--- src/rtl/vtag_cascade.sv ---
module vtag_cascade #(
  parameter int RW = 5,
  parameter int PW = 5
) (
  input  logic          clk,
  input  logic          rst_n,
  input  logic          cfg_load,
  input  logic          cfg_twin,
  input  logic [PW-1:0] cfg_offs,
  input  logic [5:0]    cfg_has,
  input  logic [5:0]    cfg_tag,
  input  logic          blk_end,
  input  logic          ins_valid,
  input  logic [PW-1:0] ins_parcel,
  input  logic [RW-1:0] ins_rd,
  input  logic [RW-1:0] ins_rs1,
  input  logic [RW-1:0] ins_rs2,
  output logic          out_valid,
  output logic          out_vd,
  output logic          out_vs1,
  output logic          out_vs2
);

  typedef enum logic [1:0] {IDLE, WAIT, BIND2, RUN} st_t;

  st_t                  st;
  logic [PW-1:0]        offs_q;
  logic                 twin_q;
  logic [5:0]           eff_q;
  logic [2:0][RW-1:0]   idx0, idx1;
  logic                 bnd1;
  logic [2:0]           cls;

  function automatic logic [2:0] implicit_fill(input logic [2:0] has, input logic [2:0] tg);
    logic any;
    any = |(has & tg);
    for (int i = 0; i < 3; i++) implicit_fill[i] = has[i] ? tg[i] : any;
  endfunction

  // returns {bound, tag}
  function automatic logic [1:0] lookup(input logic [RW-1:0] r);
    logic [1:0] res;
    res = 2'b00;
    if (r != '0) begin
      for (int i = 2; i >= 0; i--)
        if (!res[1] && idx0[i] == r) res = {1'b1, eff_q[i]};
      for (int i = 2; i >= 0; i--)
        if (!res[1] && bnd1 && idx1[i] == r) res = {1'b1, eff_q[3+i]};
    end
    return res;
  endfunction

  logic [2:0] nz;
  logic [1:0] l_rd, l_rs1, l_rs2;
  logic       any_vec;
  logic       hit;

  assign nz      = {ins_rd != '0, ins_rs1 != '0, ins_rs2 != '0};
  assign l_rd    = lookup(ins_rd);
  assign l_rs1   = lookup(ins_rs1);
  assign l_rs2   = lookup(ins_rs2);
  assign any_vec = (&l_rd) | (&l_rs1) | (&l_rs2);
  assign hit     = ins_parcel == offs_q;

  always_comb begin
    unique case (st)
      WAIT:    cls = hit ? eff_q[2:0] : 3'b000;
      BIND2:   cls = eff_q[5:3];
      RUN:     cls = {l_rd[1]  ? l_rd[0]  : any_vec,
                      l_rs1[1] ? l_rs1[0] : any_vec,
                      l_rs2[1] ? l_rs2[0] : any_vec};
      default: cls = 3'b000;
    endcase
  end

  always_ff @(posedge clk) begin
    if (!rst_n) begin
      st     <= IDLE;
      offs_q <= '0;
      twin_q <= 1'b0;
      eff_q  <= '0;
      idx0   <= '0;
      idx1   <= '0;
      bnd1   <= 1'b0;
    end else if (cfg_load) begin
      st     <= WAIT;
      offs_q <= cfg_offs;
      twin_q <= cfg_twin;
      eff_q  <= {implicit_fill(cfg_has[5:3], cfg_tag[5:3]),
                 implicit_fill(cfg_has[2:0], cfg_tag[2:0])};
      idx0   <= '0;
      idx1   <= '0;
      bnd1   <= 1'b0;
    end else if (blk_end) begin
      st     <= IDLE;
      idx0   <= '0;
      idx1   <= '0;
      bnd1   <= 1'b0;
    end else if (ins_valid) begin
      if (st == WAIT && hit) begin
        idx0 <= {ins_rd, ins_rs1, ins_rs2};
        st   <= twin_q ? BIND2 : RUN;
      end else if (st == BIND2) begin
        idx1 <= {ins_rd, ins_rs1, ins_rs2};
        bnd1 <= 1'b1;
        st   <= RUN;
      end
    end
  end

  always_ff @(posedge clk) begin
    if (!rst_n) begin
      out_valid <= 1'b0;
      {out_vd, out_vs1, out_vs2} <= 3'b000;
    end else begin
      out_valid <= ins_valid;
      {out_vd, out_vs1, out_vs2} <= ins_valid ? (cls & nz) : 3'b000;
    end
  end


  valid_latency_chk: assert property (@(posedge clk) disable iff (!rst_n)
    ins_valid |=> out_valid);

  idle_scalar_chk: assert property (@(posedge clk) disable iff (!rst_n)
    (ins_valid && st == IDLE) |=> !(out_vd || out_vs1 || out_vs2));

  zero_reg_chk: assert property (@(posedge clk) disable iff (!rst_n)
    (ins_valid && ins_rd == '0) |=> !out_vd);

  end_clears_chk: assert property (@(posedge clk) disable iff (!rst_n)
    (blk_end && !cfg_load) |=> (st == IDLE && !bnd1));

  bound_hold_chk: assert property (@(posedge clk) disable iff (!rst_n)
    (st == RUN && !cfg_load && !blk_end) |=> ($stable(idx0) && $stable(idx1) && $stable(eff_q)));

  early_scalar_chk: assert property (@(posedge clk) disable iff (!rst_n)
    (ins_valid && st == WAIT && ins_parcel != offs_q) |=> !(out_vd || out_vs1 || out_vs2));

endmodule

--- config.mk ---
export PLATFORM = sky130hd
export DESIGN_NAME = vtag_cascade
export DESIGN_NICKNAME = d
export VERILOG_FILES = /design/src/rtl/vtag_cascade.sv
export SDC_FILE = /design/constraint.sdc
export NUM_CORES = 1
export LEC_CHECK = 0
export CORE_MARGIN = 4
export CORE_UTILIZATION = 25
export CTS_CLUSTER_DIAMETER = 50
export DETAILED_ROUTE_END_ITERATION = 8
export MAX_ROUTING_LAYER = met4
export PLACE_DENSITY = 0.4
export SKIP_CTS_REPAIR_TIMING = 1
export SLEW_MARGIN = 10
export SYNTH_ARGS = -nofsm -noshare
export SYNTH_HDL_FRONTEND = slang
export SYNTH_SLANG_ARGS = --single-unit
--- constraint.sdc ---
create_clock -name clk -period 3.06 [get_ports clk]
set_clock_uncertainty 0.1 [all_clocks]
set_input_delay 0.612 -clock clk [delete_from_list [all_inputs] [get_ports clk]]
set_output_delay 0.612 -clock clk [all_outputs]
set_load 0.03 [all_outputs]
==> impl_results.md <==
- Outcome: complete, no violations
- Iteration-0 DRC Markers: 142
- Grt ovf: 0
- Slew margin rel.: a little under three fifths
- Worst EP arrival: roughly 2.9 ns
- Remaining DRCs: 0
- Final Max Tran Viols: 0
- H-tree lvl count: 2
- Clk root buf: clkbuf_16
- Clk pin slew, worst setup/hold paths: roughly 0.07 ns
- Mux share of post-synthesis cell area: just under 7%
- Final Hold Fails: 0
- Post-synthesis compound-gate area fraction: between 10% and 20%
- Simple-gate area share of the yosys netlist: between 20% and 30%
- Most common cell in the netlist: xor2_1
- Pwr/cell area: ~360 nW/um^2
- Die area: roughly 15000 um^2
- # port buffers: 46
- Core area: around 13000 um^2
- Min Tclk post-route: between 2 and 3 ns
- First-pass GRT wire length: ~16000 um
- Clk Latency, worst-skew pair: 0.30 ns
- Internal power: between 0.001 and 0.0015 W
- Synth Instances: 414
- Post-synth EDFFs: 0
- Largest family of logic cells by synthesized area: XOR/XNOR gates
- Sequential Power Share: 41.8%
- RD Place Congestion: about 0.91
- Synth Cell Area: approximately 3400 um^2
- Placed Cells: 657
- WL final: 10200 um
- Max frequency: 354 MHz
- Post-Synth XOR/XNOR Area: between 20 and 25%
- Placement Rows: between 40 and 50
- Sw power: 0.000399 W
- DIE HEIGHT: about 120 um
- Area Overhead vs Synth: 31.8%
- Top cells by count, synth: xor2_1 (57), dfxtp_1 (49), nand2_1 (46)
- Clock Path Buffers: 2
- Initial antenna violation count: 0
- DR WL/cell: between 15 and 20 um
- Layout cells sized above 1: ~14%
- Number of global-route vias before repair: a little over 3000
- Final setup vio count: 0
- Largest cells by area after synthesis: dfxtp_1 (29%), xor2_1 (15%), xnor2_1 (9.9%)
- Gate power share: ~17%
- Pin count of the biggest net entering global routing: 33
- Required @ worst endpoint: approximately 3.2 ns
- Actual slew at the worst max-slew pin: 0.655 ns
- Post-synth top area cell: dfxtp_1
- Hpwl dp: between 7000 and 8000 um
- Mapped Nets: between 400 and 500
- Ys flop type: dfxtp_1
- Final ANT Viol Nets: 0
- MaxCap Viol Count: 0
- VDD IR max: roughly 190 uV
- Util after Layout: 33.6%
- Avg Cell Area, Syn: 8.13 um^2
- IO Pins: between 40 and 50
- Sequential-to-total area share from yosys stat: between 20 and 30%
- Post-Synth Adder-Cell Area: 0%
- Lkg Pwr: 1.77 nW
- Hold Crit Class: reg2reg
- Yosys top cell area share: between 20% and 30%
- Total number of vias: approximately 3000
- Die width: about 120 um
- Initial Util: around a quarter
- Global Route Usage Sum: between 10% and 20%
- Setup CP Type: in2reg
- Synth cell types: ~50
- CTS tree: done
- Clk network pwr share: slightly above 40%
- Unrepaired setup endpoints after global routing: no
- Non-filler cells, final: approximately 670
- Final net count: roughly 530
- Antenna diodes: 0
- Vias per std cell: about 4.5
- Synth Register Bits: 49
- Syn. warnings: 0
- Ys async rst share: 0%
- Tcrit/Tclk final: roughly 92%
- Drt first pass iters: 4
- Max FO, Critical Path: 5
- Clock sink count: between 40 and 50
- Startpoint Class: primary input
- TritonCTS Buffers: 5
- Switching share of power: approximately a quarter
- Endpoint class of the critical path: flop
[metrics by stage]
step / setup slack, ns / cell area, um^2 / total power [W] / hold WS (ns) / setup TNS [ns]
2_1_floorplan: 0.628 / 3370 / 0.000821 / 0.384 / 0
3_3_place_gp: -0.0763 / 4270 / 0.000951 / 0.413 / -0.111
3_5_place_dp: -0.0590 / 4270 / 0.000950 / 0.415 / -0.0590
4_1_cts: 0.246 / 4440 / 0.00161 / 0.430 / 0
5_1_grt: 0.139 / 4440 / 0.00165 / 0.455 / 0
6_report: 0.235 / 4440 / 0.00158 / 0.427 / 0
[worst paths after layout]
path	from	to	slack, ns	cells past startpoint
worst max register to register	idx1[1]	out_vs1	0.73	9
worst min-delay path	idx1[8]	idx1[8]	0.43	2
worst min register to register	idx1[8]	idx1[8]	0.43	2
worst max-delay path	ins_rd[2]	out_vs1	0.23	9
[critical path, cell delays in order]
cell and delay (ns):
clkdlybuf4s50_1 0.57, xor2_1 0.24, nor3_2 0.19, nand3_1 0.13, o311a_1 0.35, or3_1 0.36
a21oi_2 0.18, nor2_2 0.07, o31ai_2 0.22
[power groups by stage]
| stage | Clock (W) | Sequential (W) | Combinational [W] |
|---|---|---|---|
| finish | 0.000648 | 0.000660 | 0.000273 |
| global route | 0.000690 | 0.000662 | 0.000296 |
| CTS | 0.000670 | 0.000661 | 0.000276 |
| detailed placement | 0 | 0.000676 | 0.000274 |
| global placement | 0 | 0.000676 | 0.000275 |
| floorplan | 0 | 0.000672 | 0.000149 |
[cell families after synthesis]
logic type,Yosys count
AOI/OAI and AO/OA,52
xor gates and xnor gates,95
buffers and inverters,34
DFF,49
muxes,23
and+or+nand+nor,161
[cell type report]
cell class	count	area (um^2)
Inverter	7	26.3
Tap cell	176	220
Clock buffer	5	125
Multi-Input combinational cell	331	2200
Clock inverter	3	46.3
Fill cell	1384	8750
Timing Repair Buffer	94	833
Sequential cell	49	981
[sequential cells by signal, summed over array words and instances (netlist names)]
signal / count
idx0: 15
idx1: 15
eff_q: 6
offs_q: 5
st: 2
bnd1: 1
out_valid: 1
out_vd: 1
out_vs1: 1
out_vs2: 1
twin_q: 1
[cell usage in the layout, fill, tap and decap left out, types with 2 or more instances in the layout]
master / instances
nand3_2: 2
a22oi_1: 3
or4_2: 2
buf_4: 47
nor3_1: 14
nor4_1: 3
a211oi_1: 2
a21oi_1: 18
nand2b_1: 9
o22ai_1: 3
xor2_1: 57
nor3b_1: 2
and2_1: 6
o311ai_1: 2
mux2i_1: 23
clkdlybuf4s50_1: 46
xnor2_1: 38
nor2b_1: 8
nor2_1: 30
o21ai_0: 8
inv_1: 7
nand4_1: 3
nand3_1: 25
dfxtp_1: 49
nand2_1: 46
clkbuf_16: 5
nor2_2: 2
or3_1: 3
a21boi_0: 3
a2bb2oi_1: 2
[metal layers]
metal	track usage, %	part of all wire (%)	vias up
met3	2.04	2.3	13
met2	23.5	49	32
met4	3.76	1.3	0
met5	-	0	-
met1	18.2	47	1410
li1	-	-	1538
Note: power is estimated with default switching activity, not from simulation.
